### src/rtl/gpio_port_pkg.sv
`timescale 1ns/1ps
package gpio_port_pkg;
  typedef logic [1:0] mode_t;

  localparam mode_t MODE_SINGLE     = 2'b00;
  localparam mode_t MODE_EXP_NARROW = 2'b01;
  localparam mode_t MODE_EXP_WIDE   = 2'b10;
  localparam mode_t MODE_PERIPH     = 2'b11;

  localparam int OFS_DATA  = 0;
  localparam int OFS_DIR   = 1;
  localparam int OFS_PULL  = 2;
  localparam int OFS_DRIVE = 3;

  // Data and direction registers own the pins only in single-chip mode
  function automatic logic port_owned(input mode_t m);
    return m == MODE_SINGLE;
  endfunction

  // Drive-strength register drops out of the map only in peripheral mode
  function automatic logic drive_visible(input mode_t m);
    return m != MODE_PERIPH;
  endfunction
endpackage

### src/rtl/gpio_in_sync.sv
`timescale 1ns/1ps
module gpio_in_sync #(
  parameter int W      = 8,
  parameter int STAGES = 2
) (
  input  logic         clk,
  input  logic         rst_n,
  input  logic [W-1:0] d,
  output logic [W-1:0] q
);
  logic [W-1:0] stg [STAGES];

  always_ff @(posedge clk or negedge rst_n) begin
    if (!rst_n) begin
      for (int s = 0; s < STAGES; s++) stg[s] <= '0;
    end else begin
      stg[0] <= d;
      for (int s = 1; s < STAGES; s++) stg[s] <= stg[s-1];
    end
  end

  assign q = stg[STAGES-1];
endmodule

### src/rtl/gpio_port_regs.sv
`timescale 1ns/1ps
module gpio_port_regs
  import gpio_port_pkg::*;
#(
  parameter int W      = 8,
  parameter int ADDR_W = 3
) (
  input  logic              clk,
  input  logic              rst_n,
  input  logic [1:0]        mode,
  input  logic [ADDR_W-1:0] addr,
  input  logic              wr_en,
  input  logic [W-1:0]      wdata,
  output logic [W-1:0]      data_q,
  output logic [W-1:0]      dir_q,
  output logic              pull_q,
  output logic              drv_q,
  output logic              lock_q,
  output logic              data_wr_acc,
  output logic              dir_wr_acc,
  output logic              pull_wr_acc,
  output logic              drv_wr_acc
);
  logic sel_data, sel_dir, sel_pull, sel_drive;

  assign sel_data  = addr == ADDR_W'(OFS_DATA);
  assign sel_dir   = addr == ADDR_W'(OFS_DIR);
  assign sel_pull  = addr == ADDR_W'(OFS_PULL);
  assign sel_drive = addr == ADDR_W'(OFS_DRIVE);

  // Named write events, visible to the checker
  assign data_wr_acc = wr_en & sel_data  & port_owned(mode);
  assign dir_wr_acc  = wr_en & sel_dir   & port_owned(mode);
  assign pull_wr_acc = wr_en & sel_pull;
  assign drv_wr_acc  = wr_en & sel_drive & drive_visible(mode) & ~lock_q;

  always_ff @(posedge clk or negedge rst_n) begin
    if (!rst_n) begin
      data_q <= '0;
      dir_q  <= '0;
      pull_q <= 1'b0;
      drv_q  <= 1'b0;
      lock_q <= 1'b0;
    end else begin
      if (data_wr_acc) data_q <= wdata;
      if (dir_wr_acc)  dir_q  <= wdata;
      if (pull_wr_acc) pull_q <= wdata[0];
      if (drv_wr_acc) begin
        drv_q  <= wdata[0];
        lock_q <= 1'b1;
      end
    end
  end
endmodule

### src/rtl/gpio_pad_drive.sv
`timescale 1ns/1ps
module gpio_pad_drive
  import gpio_port_pkg::*;
#(
  parameter int W = 8
) (
  input  logic [1:0]   mode,
  input  logic [W-1:0] data_q,
  input  logic [W-1:0] dir_q,
  input  logic         pull_q,
  input  logic         drv_q,
  input  logic [W-1:0] ext_out,
  input  logic [W-1:0] ext_oe,
  output logic [W-1:0] pad_out,
  output logic [W-1:0] pad_oe,
  output logic [W-1:0] pad_pu,
  output logic [W-1:0] pad_rdrv
);
  logic ext_sel;
  assign ext_sel = ~port_owned(mode);

  for (genvar i = 0; i < W; i++) begin : g_pin
    assign pad_out[i]  = ext_sel ? ext_out[i] : data_q[i];
    assign pad_oe[i]   = ext_sel ? ext_oe[i]  : dir_q[i];
    assign pad_pu[i]   = pull_q & ~ext_sel & ~dir_q[i];
    assign pad_rdrv[i] = drv_q & pad_oe[i];
  end
endmodule

### src/rtl/gpio_port_ctl.sv
`timescale 1ns/1ps
module gpio_port_ctl
  import gpio_port_pkg::*;
#(
  parameter int W           = 8,
  parameter int ADDR_W      = 3,
  parameter int SYNC_STAGES = 2
) (
  input  logic              clk,
  input  logic              rst_n,
  input  logic [1:0]        mode,
  input  logic [ADDR_W-1:0] addr,
  input  logic [W-1:0]      wdata,
  input  logic              wr_en,
  input  logic              rd_en,
  output logic [W-1:0]      rdata,
  input  logic [W-1:0]      pin_in,
  input  logic [W-1:0]      ext_out,
  input  logic [W-1:0]      ext_oe,
  output logic [W-1:0]      pad_out,
  output logic [W-1:0]      pad_oe,
  output logic [W-1:0]      pad_pu,
  output logic [W-1:0]      pad_rdrv
);
  localparam logic [W-1:0] ZERO = '0;

  logic [W-1:0] data_q, dir_q, pin_sync;
  logic         pull_q, drv_q, lock_q;
  logic         data_wr_acc, dir_wr_acc, pull_wr_acc, drv_wr_acc;
  logic [W-1:0] rd_value;

  gpio_in_sync #(.W(W), .STAGES(SYNC_STAGES)) u_sync (
    .clk(clk), .rst_n(rst_n), .d(pin_in), .q(pin_sync)
  );

  gpio_port_regs #(.W(W), .ADDR_W(ADDR_W)) u_regs (
    .clk(clk), .rst_n(rst_n), .mode(mode), .addr(addr), .wr_en(wr_en),
    .wdata(wdata), .data_q(data_q), .dir_q(dir_q), .pull_q(pull_q),
    .drv_q(drv_q), .lock_q(lock_q), .data_wr_acc(data_wr_acc),
    .dir_wr_acc(dir_wr_acc), .pull_wr_acc(pull_wr_acc), .drv_wr_acc(drv_wr_acc)
  );

  gpio_pad_drive #(.W(W)) u_pad (
    .mode(mode), .data_q(data_q), .dir_q(dir_q), .pull_q(pull_q),
    .drv_q(drv_q), .ext_out(ext_out), .ext_oe(ext_oe), .pad_out(pad_out),
    .pad_oe(pad_oe), .pad_pu(pad_pu), .pad_rdrv(pad_rdrv)
  );

  // Output bits read the latch, input bits read the synchronized pin
  function automatic logic [W-1:0] port_view(input logic [W-1:0] dir,
                                             input logic [W-1:0] lat,
                                             input logic [W-1:0] pin);
    return (dir & lat) | (~dir & pin);
  endfunction

  function automatic logic [W-1:0] flag_word(input logic b);
    return {{(W-1){1'b0}}, b};
  endfunction

  always_comb begin
    rd_value = ZERO;
    case (addr)
      ADDR_W'(OFS_DATA):  if (port_owned(mode)) rd_value = port_view(dir_q, data_q, pin_sync);
      ADDR_W'(OFS_DIR):   if (port_owned(mode)) rd_value = dir_q;
      ADDR_W'(OFS_PULL):  rd_value = flag_word(pull_q);
      ADDR_W'(OFS_DRIVE): if (drive_visible(mode)) rd_value = flag_word(drv_q);
      default:            rd_value = ZERO;
    endcase
  end

  assign rdata = rd_en ? rd_value : ZERO;
endmodule

### config.mk
export PLATFORM = sky130hd
export DESIGN_NAME = gpio_port_ctl
export DESIGN_NICKNAME = d
export VERILOG_FILES = /design/src/rtl/gpio_port_pkg.sv /design/src/rtl/gpio_in_sync.sv /design/src/rtl/gpio_port_regs.sv /design/src/rtl/gpio_pad_drive.sv /design/src/rtl/gpio_port_ctl.sv
export SDC_FILE = /design/constraint.sdc
export NUM_CORES = 1
export LEC_CHECK = 0
export BUFFER_PORTS_ARGS = -buffer_cell sky130_fd_sc_hd__buf_2
export CAP_MARGIN = 20
export CORE_ASPECT_RATIO = 1.75
export CORE_MARGIN = 3
export CORE_UTILIZATION = 48
export DETAILED_ROUTE_END_ITERATION = 10
export MAX_ROUTING_LAYER = met4
export PLACE_DENSITY = 0.9
export SYNTH_ARGS = -nofsm -noshare
export SYNTH_HDL_FRONTEND = slang
export SYNTH_SLANG_ARGS = --single-unit
### constraint.sdc
create_clock -name clk -period 3.3 [get_ports clk]
set_clock_uncertainty 0.05 [all_clocks]
set_input_delay 0.66 -clock clk [delete_from_list [all_inputs] [get_ports clk]]
set_output_delay 0.66 -clock clk [all_outputs]
set_load 0.01 [all_outputs]
==> qor.txt, run 1 <==
Run status - complete, no violations
Syn nets - 178
Fmax - 375.1 MHz
First-pass GRT wire length - 7065 µm
R2r endpoint - u_regs.drv_q
Minimum clock period - 2.666 ns
Number of synthesized register bits - 35
Initial drt markers - 34
Slowest stage delay, CP - 0.45 ns
Synth Warn # - 0
CTS tree - done
FF-to-FF path depth - 2
Most used cell, CP - buf_2
NumNets Final - 261
Via density - 5.178
GPL Wtd Cong - 0.7864
Sequential Power Share - 51.3%
Worst-Skew Late Latency - 0.28 ns
Switching portion of total power - 28.22%
R2r startpoint - u_regs.lock_q
Post-CTS Repair Setup Buffers - 0
Starting Density - 50.60%
# H-tree levels - 2
Fillers - 261
Post-Syn Instances - 137
Post-layout util - 66.47%
Clock root buffer - clkbuf_8
Worst path slowest cell - nor2_4
RSZ-0062 raised after global routing - no
CTS Buf Count - 5
R2r setup slk - 2.09 ns
Switch Pwr - 0.2956 mW
Post-DP HPWL - 3123 µm
P per Cell Area - 491.1 nW/µm²
Placed cell area - 2052 µm²
P_int - 0.7520 mW
Maximum buffer depth of the clock tree - 2
Via count - 1367
TNS Setup - 0 ns
Sink Count - 35
Crit-path cells - buf_2, nor2_4, mux2_2, and2_1, buf_2
P_leak - 1.094 nW
Seq/Total Area, Yosys - 53.93%
Initial antenna violation count - 0
Critical-path maximum fanout - 17
Syn avg cell area - 11.85 µm²
Hold_buf cts - 0
Tightest Hold Check Type - flip-flop to flip-flop
All-Layer GR Usage - 23.05%
Total wire length - 4095 µm
Period utilization - 80.79%
Distinct cell type count after synthesis - 22
Layout cells sized above 1 - 55.66%
Crit path launch - mode[1]
Pre-antenna DRT Iters - 4
FP Rows - 27
Final count of hold timing violations - 0
WL/cell - 15.51 µm
Final antenna-violating net count - 0
Worst slew margin - 49.57%
Clock-pin transition on the worst setup and hold timing paths - 0.06 ns
Worst EP required - 2.59 ns
Largest net degree at the start of global routing - 36
Clk pwr share - 27.2%
DIE AREA - 4145 µm²
Logic pwr share - 21.6%
Post-Syn Area - 1624 µm²
Crit end category - output pin
Startpoint Class - input pin
Kind of critical path - input pin to output pin
Worst EP arrival - 1.96 ns
Antenna Cells - 0
Slew at the pin with the worst max-slew slack - 0.7564 ns
PortBufs - 80
Post-route design area - 2133 µm²
Final setup fails - 0
Vias in the first global route - 1556
Peak supply drop - 0.0003636 V
Most frequent cells in the layout - buf_2, dfrtp_1, mux2_2, nor2_1, nand2_1
I/O pin count - 81
Core Box Area - 3209 µm²
Commonest non-fill, non-tap cell in the layout - buf_2
DRC errors left - 0
Area added between synthesis and finish - 31.36%
Hold slack - 0.2977 ns
Slew Limit Fails - 0
Die W - 49.97 µm
Die H - 82.95 µm
Max cap viols - 0
Cts repair resizes - 0
Worst Setup EP - pad_rdrv[1]
GRT overflow - 0
==> state kept, by name, indices dropped and copies added (netlist names) <==
signal / flops
u_regs.data_q: 8
u_regs.dir_q: 8
u_sync.q: 8
u_sync.stg: 8
u_regs.drv_q: 1
u_regs.lock_q: 1
u_regs.pull_q: 1
==> worst max-delay path: cells and delay by family <==
kind                   cells  cell delay (ns)
buffers and inverters      2             0.26
and+or+nand+nor            2             0.61
muxes                      1             0.42
==> power groups by stage <==
stage                     combinational (mW)  sequential, mW  clock [mW]
after floorplan                        0.139           0.525           0
after global placement                 0.217           0.540           0
after detailed placement               0.227           0.544           0
after CTS                              0.228           0.536       0.297
after global routing                   0.248           0.549       0.319
final                                  0.226           0.537       0.285
==> final cells by class <==
type / count / area (µm²) / share of cell area (%)
Sequential cell: 35 / 875.8 / 41.06
Tap cell: 43 / 53.80 / 2.522
Clock buffer: 7 / 76.32 / 3.578
Multi-Input combinational cell: 97 / 718.2 / 33.67
Inverter: 1 / 3.754 / 0.1760
Timing Repair Buffer: 80 / 400.4 / 18.77
Clock inverter: 1 / 5.005 / 0.2346
==> stage by stage <==
stage	setup slack (ns)	instances	total power, mW
after detailed placement	0.6428	256	0.7710
after floorplan	1.023	137	0.6643
after global routing	0.5593	264	1.116
after global placement	0.6655	256	0.7572
after CTS	0.6467	264	1.061
final	0.6341	264	1.048
==> cells in the mapped netlist (all sizes together) <==
cell type	number	area share, %
a21oi	7	2.2
a31oi	1	0.39
and2	8	3.1
and4b	1	0.62
buf	2	1.2
clkbuf	2	0.46
dfrtp	35	54
inv	1	0.23
mux2	34	24
nand2	10	2.3
nand3	1	0.62
nand3b	3	1.4
nor2	18	4.6
nor2b	1	0.39
nor3	1	0.62
nor4bb	1	0.62
o21ai	8	2.5
o21bai	1	0.46
o22ai	1	0.39
o31a	1	0.54
==> layer usage <==
| metal | track usage [%] | part of all wire, % | up-vias |
|---|---|---|---|
| met4 | 10.08 | 1.9 | 0 |
| li1 | - | - | 637 |
| met2 | 40.53 | 56 | 68 |
| met5 | - | 0 | - |
| met3 | 5.386 | 7.7 | 8 |
| met1 | 23.63 | 35 | 654 |
==> cell families after synthesis <==
kind of cell / synth area share [%]
simple gates: 14.25
flops: 53.93
mux: 23.57
compound gates: 6.395
buf+inv: 1.849
==> worst min-delay path by stage <==
stage                         from           to  slack (ns)  cells past startpoint
floorplan            u_sync.stg[8]  u_sync.q[0]        0.28                      0
global placement    u_sync.stg[12]  u_sync.q[4]        0.28                      0
detailed placement  u_sync.stg[10]  u_sync.q[2]        0.28                      0
CTS                 u_sync.stg[13]  u_sync.q[5]        0.30                      0
global route        u_sync.stg[10]  u_sync.q[2]        0.31                      0
finish              u_sync.stg[10]  u_sync.q[2]        0.30                      0
Note: power is estimated with default switching activity, not from simulation.
==> run 2: changes to the inputs <==
ABC_AREA = 1   (was default)
CORE_UTILIZATION = 47   (was 48)
PLACE_DENSITY = 0.87   (was 0.9)
clock period = 2.7 ns   (was 3.3 ns; I/O delays follow)
==> run 2 against run 1 <==
Effect of this change: total power up 19%; final cell count up 34%; critical path depth up 2; first-iteration DRC count up 32%; hold slack worse by 0.033 ns; sequential share of layout area down 3.2 points; register-to-register slack worse by 0.24 ns; clock power up 30%; via count up 29%; design area up 8.5%; sequential power up 20%.
==> qor.txt, run 2 <==
Run status - complete, no violations
Synth Warn # - 0 (unchanged)
Vias in the first global route - 1619 (+4.0%)
Area share of the largest cell type after synthesis - 48.48% (-5.5 points)
Clock root buffer - clkbuf_8
P_leak - 1.304 nW (+19%)
Post-Syn Instances - 228 (+66%)
Post-Syn Area - 1807 µm² (+11%)
Initial antenna violation count - 0 (unchanged)
Distinct cell type count after synthesis - 20 (-9.1%)
TNS Setup - 0 ns (unchanged)
Worst EP required - 2.11 ns (-0.48 ns)
NumNets Final - 350 (+34%)
DIE AREA - 4654 µm² (+12%)
CTS tree - done
Layout cells sized above 1 - 34.63% (-21 points)
Commonest non-fill, non-tap cell in the layout - buf_2
Slew at the pin with the worst max-slew slack - 0.7444 ns (-0.01197 ns)
Tightest Hold Check Type - input pin to asynchronous set/reset pin
Final Total Pwr - 1.246 mW (+19%)
Worst EP arrival - 1.70 ns (-0.26 ns)
Post-DP HPWL - 3397 µm (+8.8%)
Sink Count - 35 (unchanged)
Final antenna-violating net count - 0 (unchanged)
Final setup fails - 0 (unchanged)
Hold_buf cts - 0 (unchanged)
Cts repair resizes - 0 (unchanged)
Starting Density - 49.30% (-1.3 points)
Period utilization - 84.91%
Via count - 1760 (+29%)
Kind of critical path - input pin to output pin
Most common cell in the netlist - nand2_1
Area added between synthesis and finish - 28.12%
Die H - 88.02 µm (+6.1%)
FP Rows - 29 (+7.4%)
Minimum clock period - 2.293 ns
Core Box Area - 3665 µm² (+14%)
Max cap viols - 0 (unchanged)
CTS Buf Count - 5 (unchanged)
Slew Limit Fails - 0 (unchanged)
Largest net degree at the start of global routing - 36 (unchanged)
# H-tree levels - 2 (unchanged)
Area leader, netlist - dfrtp_1
P per Cell Area - 538.3 nW/µm² (+9.6%)
Final count of hold timing violations - 0 (unchanged)
Via density - 4.958 (-4.3%)
GRT overflow - 0 (unchanged)
EDFF count, synth - 0 (unchanged)
Post-synth ARST share - 100.0% (unchanged)
Crit end category - output pin
GPL Wtd Cong - 0.8539 (+8.6%)
Critical-path maximum fanout - 24 (+7)
Total wire length - 4387 µm (+7.1%)
Syn nets - 269 (+51%)
Peak supply drop - 0.0004601 V (+27%)
RSZ-0062 raised after global routing - no
DRC errors left - 0 (unchanged)
Post-CTS Repair Setup Buffers - 0 (unchanged)
Antenna Cells - 0 (unchanged)
Worst-Skew Late Latency - 0.28 ns (about the same)
Fmax - 436.2 MHz
Fillers - 311 (+19%)
Die W - 52.87 µm (+5.8%)
Synth area leaders - dfrtp_1, nand2_1, inv_1, a21oi_1, nand3_1
Clock-pin transition on the worst setup and hold timing paths - 0.07 ns (about the same)
Most frequent cells in the layout - buf_2, nand2_1, dfrtp_1, inv_1, nor2_1
Synth cell count leaders - nand2_1, dfrtp_1, inv_1, nor2_1, a21oi_1
Seq/Total Area, Yosys - 48.48% (-5.5 points)
Number of synthesized register bits - 35 (unchanged)
Worst slew margin - 50.37% (+0.80 points)
First-pass GRT wire length - 6900 µm (-2.3%)
I/O pin count - 81 (unchanged)
Maximum buffer depth of the clock tree - 2 (unchanged)
All-Layer GR Usage - 20.59% (-2.5 points)
Pre-antenna DRT Iters - 4 (unchanged)
Syn avg cell area - 7.924 µm² (-33%)
PortBufs - 80 (unchanged)
Startpoint Class - input pin
Dominant synthesized flop cell - dfrtp_1
WL/cell - 12.36 µm (-20%)
Initial drt markers - 45 (+32%)
run 2: layer usage:
layer | part of all wire (%) | vias to the layer above | track usage, %
met2 | 50 | 73 | 35.52
met5 | 0 | - | -
li1 | - | 890 | -
met4 | 1.6 | 0 | 9.070
met3 | 8.6 | 7 | 4.940
met1 | 40 | 790 | 21.64
run 2: power by group:
group / switching (mW) / internal [mW] / total [mW]
Clock: 0.170 / 0.200 / 0.370
Combinational: 0.136 / 0.0961 / 0.232
Sequential: 0.0604 / 0.584 / 0.644
run 2: logic make-up after synthesis:
family / after synthesis / share of synthesized area [%]
compound gates: 49 / 16.20
simple gates: 104 / 25.97
buf+inv: 40 / 9.349
flops: 35 / 48.48
run 2: final cells by class:
class	instances	area, µm²	share of cell area, %
clock inverters	1	5.005	0.2162
multi-input cells	153	762.0	32.92
flip-flops and latches	35	875.8	37.84
repair buffers	81	407.9	17.62
inverters	33	123.9	5.351
well taps	46	57.56	2.486
clock buffers	6	82.58	3.568
run 2: path summary, 6_finish.rpt:
path                                 from        endpoint  slack, ns  depth (start not counted)
min                                 rst_n  u_sync.stg[14]       0.26                          1
max                               mode[0]       pad_pu[7]       0.41                          7
min reg2reg                u_sync.stg[12]     u_sync.q[4]       0.29                          0
max reg2reg                 u_regs.lock_q    u_regs.drv_q       1.85                          4
min in group clk           u_sync.stg[12]     u_sync.q[4]       0.29                          0
max in group asynchronous           rst_n  u_sync.stg[11]       1.85                          1
run 2: metrics by stage:
step,cells,setup slack (ns),hold slack (ns),cell area (µm²),util [%]
2_1_floorplan,228,0.8762,0.1944,1807,-
3_3_place_gp,348,0.5055,0.2829,2227,60.77
3_5_place_dp,348,0.4096,0.2847,2227,60.77
4_1_cts,355,0.4196,0.2884,2315,63.16
5_1_grt,355,0.2790,0.2930,2315,63.16
6_report,355,0.4074,0.2649,2315,63.16
run 2: critical path: stages:
cell and delay [ns]:
buf_2 0.12, inv_2 0.06, nand2_4 0.09, inv_2 0.30, nand2_1 0.27, nor2_1 0.17, buf_2 0.15
